--- src/rtl/tide_pkg.sv ---
`timescale 1ns/1ps
package tide_pkg;

    typedef enum logic [1:0] {
        ADDR_CTRL = 2'd0,
        ADDR_TIDE = 2'd1,
        ADDR_DATA = 2'd2,
        ADDR_STAT = 2'd3
    } reg_addr_e;

    typedef enum logic [1:0] {
        TXS_IDLE  = 2'd0,
        TXS_OFFER = 2'd1,
        TXS_GAP   = 2'd2
    } tx_state_e;

endpackage

--- src/rtl/tide_fifo.sv ---
`timescale 1ns/1ps
// Synchronous queue whose oldest entry is visible without being removed.
module tide_fifo #(
    parameter int DEPTH = 8,
    parameter int W     = 8,
    localparam int PW   = (DEPTH > 1) ? $clog2(DEPTH) : 1,
    localparam int CW   = $clog2(DEPTH + 1)
) (
    input  logic          clk,
    input  logic          rst_n,
    input  logic          push,
    input  logic [W-1:0]  din,
    input  logic          pop,
    output logic [W-1:0]  head,
    output logic [CW-1:0] count,
    output logic          full,
    output logic          empty
);

    logic [W-1:0]  mem_q [DEPTH];
    logic [PW-1:0] wp_q;
    logic [PW-1:0] rp_q;
    logic [CW-1:0] cnt_q;
    logic          do_push;
    logic          do_pop;

    function automatic logic [PW-1:0] step_ptr(input logic [PW-1:0] p);
        return (p == PW'(DEPTH - 1)) ? '0 : p + 1'b1;
    endfunction

    assign full    = (cnt_q == CW'(DEPTH));
    assign empty   = (cnt_q == '0);
    assign do_push = push && !full;
    assign do_pop  = pop && !empty;

    always_ff @(posedge clk) begin
        if (do_push) begin
            mem_q[wp_q] <= din;
        end
    end

    always_ff @(posedge clk or negedge rst_n) begin
        if (!rst_n) begin
            wp_q  <= '0;
            rp_q  <= '0;
            cnt_q <= '0;
        end else begin
            if (do_push) begin
                wp_q <= step_ptr(wp_q);
            end
            if (do_pop) begin
                rp_q <= step_ptr(rp_q);
            end
            unique case ({do_push, do_pop})
                2'b10:   cnt_q <= cnt_q + 1'b1;
                2'b01:   cnt_q <= cnt_q - 1'b1;
                default: cnt_q <= cnt_q;
            endcase
        end
    end

    assign head  = mem_q[rp_q];
    assign count = cnt_q;

endmodule

--- src/rtl/tide_level.sv ---
`timescale 1ns/1ps
// Threshold comparator; AT_LEAST picks "count >= level" or "count <= level".
module tide_level #(
    parameter int DEPTH    = 8,
    parameter int CW       = 4,
    parameter int TW       = 4,
    parameter bit AT_LEAST = 1'b1
) (
    input  logic [CW-1:0] count,
    input  logic [TW-1:0] tide,
    input  logic          enable,
    output logic          hit
);

    logic [31:0] lim;
    logic [31:0] cnt32;

    always_comb begin
        if (32'(tide) > 32'(DEPTH)) begin
            lim = 32'(DEPTH);
        end else begin
            lim = 32'(tide);
        end
    end

    assign cnt32 = 32'(count);

    generate
        if (AT_LEAST) begin : g_at_least
            assign hit = enable && (cnt32 >= lim);
        end else begin : g_at_most
            assign hit = enable && (cnt32 <= lim);
        end
    endgenerate

endmodule

--- src/rtl/tide_tx_ctrl.sv ---
`timescale 1ns/1ps
// Offer / outcome handshake towards the character transmitter.
module tide_tx_ctrl
    import tide_pkg::*;
(
    input  logic clk,
    input  logic rst_n,
    input  logic have_data,
    input  logic done,
    input  logic retry,
    output logic offer,
    output logic pop
);

    tx_state_e st_q;
    tx_state_e st_d;

    always_ff @(posedge clk or negedge rst_n) begin
        if (!rst_n) begin
            st_q <= TXS_IDLE;
        end else begin
            st_q <= st_d;
        end
    end

    always_comb begin
        st_d = st_q;
        unique case (st_q)
            TXS_IDLE: begin
                if (have_data) begin
                    st_d = TXS_OFFER;
                end
            end
            TXS_OFFER: begin
                if (done || retry) begin
                    st_d = TXS_GAP;
                end
            end
            TXS_GAP: begin
                st_d = have_data ? TXS_OFFER : TXS_IDLE;
            end
            default: st_d = TXS_IDLE;
        endcase
    end

    always_comb begin
        offer = (st_q == TXS_OFFER);
        pop   = (st_q == TXS_OFFER) && done;
    end

endmodule

--- src/rtl/tide_cfg.sv ---
`timescale 1ns/1ps
// Direction, thresholds, sticky drop flags and the registered read path.
module tide_cfg
    import tide_pkg::*;
#(
    parameter int REG_W  = 16,
    parameter int CHAR_W = 8,
    parameter int TW     = 4,
    parameter int CW     = 4
) (
    input  logic              clk,
    input  logic              rst_n,
    input  logic              wr_en,
    input  logic [1:0]        wr_addr,
    input  logic [REG_W-1:0]  wr_data,
    input  logic              rd_en,
    input  logic [1:0]        rd_addr,
    input  logic [CHAR_W-1:0] rx_head,
    input  logic              rx_empty,
    input  logic [CW-1:0]     rx_cnt,
    input  logic [CW-1:0]     tx_cnt,
    input  logic              tx_drop,
    input  logic              rx_drop,
    output logic              dir,
    output logic [TW-1:0]     rx_tide,
    output logic [TW-1:0]     tx_tide,
    output logic              tx_wr_req,
    output logic              rx_rd,
    output logic              tx_ovf,
    output logic              rx_ovf,
    output logic [REG_W-1:0]  rd_data
);

    logic             dir_q;
    logic [TW-1:0]    rx_tide_q;
    logic [TW-1:0]    tx_tide_q;
    logic             tx_ovf_q;
    logic             rx_ovf_q;
    logic [REG_W-1:0] rd_q;
    logic [REG_W-1:0] rd_mux;
    logic             wr_ctrl;
    logic             wr_tide;
    logic             wr_stat;
    logic             unused_wr;

    assign unused_wr = ^wr_data;
    assign wr_ctrl   = wr_en && (wr_addr == ADDR_CTRL);
    assign wr_tide   = wr_en && (wr_addr == ADDR_TIDE);
    assign wr_stat   = wr_en && (wr_addr == ADDR_STAT);
    assign tx_wr_req = wr_en && (wr_addr == ADDR_DATA) && dir_q;
    assign rx_rd     = rd_en && (rd_addr == ADDR_DATA) && !rx_empty;

    always_ff @(posedge clk or negedge rst_n) begin
        if (!rst_n) begin
            dir_q     <= 1'b0;
            rx_tide_q <= '0;
            tx_tide_q <= '0;
        end else begin
            if (wr_ctrl) begin
                dir_q <= wr_data[0];
            end
            if (wr_tide) begin
                rx_tide_q <= wr_data[2*TW-1:TW];
                tx_tide_q <= wr_data[TW-1:0];
            end
        end
    end

    always_ff @(posedge clk or negedge rst_n) begin
        if (!rst_n) begin
            tx_ovf_q <= 1'b0;
            rx_ovf_q <= 1'b0;
        end else begin
            if (tx_drop) begin
                tx_ovf_q <= 1'b1;
            end else if (wr_stat && wr_data[REG_W-1]) begin
                tx_ovf_q <= 1'b0;
            end
            if (rx_drop) begin
                rx_ovf_q <= 1'b1;
            end else if (wr_stat && wr_data[REG_W-2]) begin
                rx_ovf_q <= 1'b0;
            end
        end
    end

    always_comb begin
        rd_mux = '0;
        unique case (reg_addr_e'(rd_addr))
            ADDR_CTRL: rd_mux[0] = dir_q;
            ADDR_TIDE: rd_mux[2*TW-1:0] = {rx_tide_q, tx_tide_q};
            ADDR_DATA: rd_mux = rx_empty ? '0 : REG_W'(rx_head);
            ADDR_STAT: begin
                rd_mux[REG_W-1]     = tx_ovf_q;
                rd_mux[REG_W-2]     = rx_ovf_q;
                rd_mux[2*CW-1:CW]   = rx_cnt;
                rd_mux[CW-1:0]      = tx_cnt;
            end
            default: rd_mux = '0;
        endcase
    end

    always_ff @(posedge clk or negedge rst_n) begin
        if (!rst_n) begin
            rd_q <= '0;
        end else if (rd_en) begin
            rd_q <= rd_mux;
        end
    end

    assign dir     = dir_q;
    assign rx_tide = rx_tide_q;
    assign tx_tide = tx_tide_q;
    assign tx_ovf  = tx_ovf_q;
    assign rx_ovf  = rx_ovf_q;
    assign rd_data = rd_q;

endmodule

--- src/rtl/fifo_tide_irq.sv ---
`timescale 1ns/1ps
// Transmit and receive character queues with threshold interrupts.
module fifo_tide_irq #(
    parameter int DEPTH  = 8,
    parameter int CHAR_W = 8,
    parameter int REG_W  = 16,
    parameter int TW     = 4
) (
    input  logic              clk,
    input  logic              rst_n,
    input  logic              wr_en,
    input  logic [1:0]        wr_addr,
    input  logic [REG_W-1:0]  wr_data,
    input  logic              rd_en,
    input  logic [1:0]        rd_addr,
    output logic [REG_W-1:0]  rd_data,
    input  logic              rx_push,
    input  logic [CHAR_W-1:0] rx_char,
    output logic              tx_valid,
    output logic [CHAR_W-1:0] tx_data,
    input  logic              tx_done,
    input  logic              tx_retry,
    output logic              irq_rx,
    output logic              irq_tx
);

    localparam int CNT_W = $clog2(DEPTH + 1);

    logic              dir_q;
    logic [TW-1:0]     rx_tide;
    logic [TW-1:0]     tx_tide;
    logic              tx_wr_req;
    logic              tx_push;
    logic              tx_drop;
    logic              tx_pop;
    logic              tx_full;
    logic              tx_empty;
    logic [CNT_W-1:0]  tx_cnt;
    logic              rx_rd;
    logic              rx_drop;
    logic              rx_full;
    logic              rx_empty;
    logic [CNT_W-1:0]  rx_cnt;
    logic [CHAR_W-1:0] rx_head;
    logic              tx_ovf;
    logic              rx_ovf;

    assign tx_push = tx_wr_req && !tx_full;
    assign tx_drop = tx_wr_req && tx_full;
    assign rx_drop = rx_push && rx_full;

    tide_cfg #(
        .REG_W (REG_W),
        .CHAR_W(CHAR_W),
        .TW    (TW),
        .CW    (CNT_W)
    ) u_cfg (
        .clk      (clk),
        .rst_n    (rst_n),
        .wr_en    (wr_en),
        .wr_addr  (wr_addr),
        .wr_data  (wr_data),
        .rd_en    (rd_en),
        .rd_addr  (rd_addr),
        .rx_head  (rx_head),
        .rx_empty (rx_empty),
        .rx_cnt   (rx_cnt),
        .tx_cnt   (tx_cnt),
        .tx_drop  (tx_drop),
        .rx_drop  (rx_drop),
        .dir      (dir_q),
        .rx_tide  (rx_tide),
        .tx_tide  (tx_tide),
        .tx_wr_req(tx_wr_req),
        .rx_rd    (rx_rd),
        .tx_ovf   (tx_ovf),
        .rx_ovf   (rx_ovf),
        .rd_data  (rd_data)
    );

    tide_fifo #(.DEPTH(DEPTH), .W(CHAR_W)) u_tx_q (
        .clk  (clk),
        .rst_n(rst_n),
        .push (tx_push),
        .din  (wr_data[CHAR_W-1:0]),
        .pop  (tx_pop),
        .head (tx_data),
        .count(tx_cnt),
        .full (tx_full),
        .empty(tx_empty)
    );

    tide_fifo #(.DEPTH(DEPTH), .W(CHAR_W)) u_rx_q (
        .clk  (clk),
        .rst_n(rst_n),
        .push (rx_push),
        .din  (rx_char),
        .pop  (rx_rd),
        .head (rx_head),
        .count(rx_cnt),
        .full (rx_full),
        .empty(rx_empty)
    );

    tide_tx_ctrl u_txc (
        .clk      (clk),
        .rst_n    (rst_n),
        .have_data(!tx_empty),
        .done     (tx_done),
        .retry    (tx_retry),
        .offer    (tx_valid),
        .pop      (tx_pop)
    );

    tide_level #(.DEPTH(DEPTH), .CW(CNT_W), .TW(TW), .AT_LEAST(1'b1)) u_rx_lvl (
        .count (rx_cnt),
        .tide  (rx_tide),
        .enable(!dir_q),
        .hit   (irq_rx)
    );

    tide_level #(.DEPTH(DEPTH), .CW(CNT_W), .TW(TW), .AT_LEAST(1'b0)) u_tx_lvl (
        .count (tx_cnt),
        .tide  (tx_tide),
        .enable(1'b1),
        .hit   (irq_tx)
    );

endmodule

--- config.mk ---
export PLATFORM = sky130hd
export DESIGN_NAME = fifo_tide_irq
export DESIGN_NICKNAME = d
export VERILOG_FILES = /design/src/rtl/tide_pkg.sv /design/src/rtl/tide_fifo.sv /design/src/rtl/tide_level.sv /design/src/rtl/tide_tx_ctrl.sv /design/src/rtl/tide_cfg.sv /design/src/rtl/fifo_tide_irq.sv
export SDC_FILE = /design/constraint.sdc
export NUM_CORES = 1
export LEC_CHECK = 0
export CAP_MARGIN = 0
export CORE_MARGIN = 8
export CORE_UTILIZATION = 40
export DETAILED_ROUTE_END_ITERATION = 16
export GPL_ROUTABILITY_DRIVEN = 1
export PLACE_DENSITY = 0.67
export RECOVER_POWER = 100
export SLEW_MARGIN = 10
export SYNTH_ARGS = -nofsm -noshare
export SYNTH_HDL_FRONTEND = slang
export SYNTH_HIERARCHICAL = 1
export SYNTH_SLANG_ARGS = --single-unit
--- constraint.sdc ---
create_clock -name clk -period 3.9 [get_ports clk]
set_input_delay 0.78 -clock clk [delete_from_list [all_inputs] [get_ports clk]]
set_output_delay 0.78 -clock clk [all_outputs]
set_load 0.005 [all_outputs]
==> reports/results.txt <==
Initial antenna violation count -> 0
Setup violators final -> 0
Worst VDD drop -> 443 uV
CORE AREA -> 19300 um2
Placed cell area -> 8630 um2
Cell with the most instances after synthesis -> edfxtp_1
Slew headroom -> -0.183
Clock Skews -> 0.00846 ns
FF-to-FF setup slack -> 0.49 ns
P_leak -> 3.31 nW
Number of port buffers -> 49
GRT Total Usage -> 0.125
Root Buffer -> clkbuf_16
Inst Count DP -> 772
CP required -> 3.12 ns
Final nets -> 585
# diodes -> 0
Asr flop ratio synth -> 0.251
Mean area per synthesized cell -> 17.2 um2
Area of the multi-input gates -> 2550 um2
Ys Warns -> 6
Row count -> 51
Main area contributors after synthesis -> edfxtp_1, dfrtp_1, mux4_2, mux4_1, mux2_4
Predominant post-synthesis flop cell -> edfxtp_1
Pin count of the biggest net entering global routing -> 33
Crit-path max FO -> 8
# fillers -> 1679
CTS Buf Count -> 17
P&R area growth vs syn -> 15.4%
CTS resizes -> 0
FMAX -> 283 MHz
Max Cap Violations -> 1
Mapped Cells -> 455
Clock power frac -> 0.263
Clock Tree Buf Depth -> 2
H-tree Lvls -> 4
Crit path kind -> register to primary output
Final Core Density -> 0.466
Failing checks -> max-capacitance violations, max-slew violations
CTS tree -> built
Cell taking the most area after synthesis -> edfxtp_1
Tmin final -> 3.53 ns
Synth top area share -> 0.492
Layout cells sized above 1 -> 0.182
Post-synthesis sequential area ratio -> 0.629
Vias/cell -> 5.13
Residual DRC count -> 0
Hold-fix buffers, CTS -> 0
Die height -> 156 um
HP Class -> primary input to async pin
Avg WL per Cell -> 18.1 um
Pwr dens -> 662 nW/um2
Power Internal -> 4.14 mW
Comb power frac -> 0.308
First-pass GRT wire length -> 23.2 mm
Critical Path AT -> 2.75 ns
Final TNS setup -> 0 ns
Vias in the first global route -> 4447
Final ANT Viol Nets -> 0
Reg area -> 4920 um2
Worst setup EP type -> primary output
Post-CTS Setup Bufs -> 0
Final WL -> 14.5 mm
Placer Congestion -> 0.761
Clock Latency Late Sink -> 0.43 ns
Design area -> 9020 um2
CTS clock-pin slew for the worst setup and hold paths -> 0.07 ns
Switching share of power -> 0.307
Synthesized flop and latch total -> 171
Gr ovfl total -> 0
DRT iter0 DRCs -> 187
Final hold vios -> 0
Final slew viol count -> 33
Psw -> 1.83 mW
Fin crit share -> 0.905
Library cells used by synthesis -> 54
Status -> finished with violations
Synth top cells by count -> edfxtp_1, dfrtp_1, mux2_4
Worst slew pin tran -> 1.77 ns
Dpl hpwl -> 10.4 mm
TritonRoute pass-1 iters -> 5
Post-Syn Area -> 7820 um2
Post-synth EDFFs -> 128
RSZ-0062 raised after global routing -> no
DR vias -> 4121
Die area -> 24300 um2
Setup crit start kind -> register
Initial Utilization -> 0.404
Non-filler cells, final -> 804
Die W -> 156 um
Reg power frac -> 0.429
Clk sink count -> 171
I/O pin count -> 62
==> logic make-up (layout without fill, tap and decap cells) <==
family                   Yosys count  count (layout)  synth area share
flip-flops                       171             171             0.629
AND/OR/NAND/NOR                   87              87            0.0701
multiplexers                      79              79             0.179
buffers and inverters             45             124            0.0343
AO/OA/AOI/OAI                     43              43            0.0411
adder cells (fa/ha/maj)           24              24            0.0403
XOR/XNOR                           4               4           0.00448
other                              2               7          0.000961
==> placed cells by master, fill, tap and decap left out, types with 17 or more instances in the layout <==
| cell | n |
|---|---|
| edfxtp_1 | 128 |
| dfrtp_1 | 43 |
| dlygate4sd3_1 | 32 |
| ha_1 | 22 |
| inv_1 | 21 |
| mux2_2 | 21 |
| nor2_1 | 18 |
| mux4_2 | 18 |
| clkbuf_16 | 17 |
| clkbuf_1 | 17 |
==> power groups by stage <==
stage	Combinational [mW]	Sequential [mW]	Clock, mW
global route	2.04	2.61	1.67
global placement	1.91	2.60	0
CTS	2.01	2.58	1.61
finish	1.84	2.56	1.57
floorplan	1.55	2.45	0
detailed placement	2.00	2.62	0
==> layer usage <==
metal / track usage / vias to the layer above / wire, um
li1: - / 1921 / -
met1: 0.144 / 2101 / 6220
met2: 0.223 / 80 / 7560
met3: 0.0249 / 19 / 540
met4: 0.0522 / 0 / 204
met5: 0 / - / 0
==> cell type report <==
| cell class | count | area share |
|---|---|---|
| Clock buffer | 17 | 0.0472 |
| Clock inverter | 15 | 0.0142 |
| Inverter | 21 | 0.00874 |
| Multi-Input combinational cell | 244 | 0.282 |
| Sequential cell | 171 | 0.546 |
| Tap cell | 265 | 0.0368 |
| Timing Repair Buffer | 71 | 0.0653 |
==> registers in the layout, summed over array words and instances (netlist names) <==
name,cells
u_cfg/dir,1
u_txc/st_q,2
u_cfg/tx_tide,4
u_cfg/rx_tide,4
u_cfg/rx_ovf,1
u_tx_q/wp_q,3
u_rx_q/mem_q,64
u_tx_q/rp_q,3
u_rx_q/count,4
u_tx_q/count,4
u_cfg/rd_data,10
u_cfg/tx_ovf,1
u_rx_q/wp_q,3
u_rx_q/rp_q,3
u_tx_q/mem_q,64
==> stage by stage <==
stage / power, mW / setup slack, ns / hold slack, ns
final: 5.97 / 0.371 / 0.375
after CTS: 6.21 / 0.538 / 0.227
after global routing: 6.31 / 0.224 / 0.439
after global placement: 4.51 / 0.398 / 0.464
after floorplan: 4.00 / 0.817 / 0.450
after detailed placement: 4.62 / 0.311 / 0.471
==> worst paths after layout <==
check | startpoint | to | cells past startpoint
min | rst_n | u_tx_q/rp_q[2] | 1
max in group asynchronous | rst_n | u_cfg/rx_tide[1] | 2
max reg2reg | u_tx_q/count[0] | u_tx_q/count[3] | 8
min in group clk | u_cfg/rx_ovf | u_cfg/rx_ovf | 1
min reg2reg | u_cfg/rx_ovf | u_cfg/rx_ovf | 1
max | u_tx_q/rp_q[0] | tx_data[1] | 4
==> worst max-delay path, cell delays in order, from the launching register on <==
cell	delay (ns)
dfrtp_1	0.46
clkbuf_1	0.46
mux4_1	0.66
mux2_4	0.29
clkdlybuf4s50_1	0.45
Note: power is estimated with default switching activity, not from simulation.
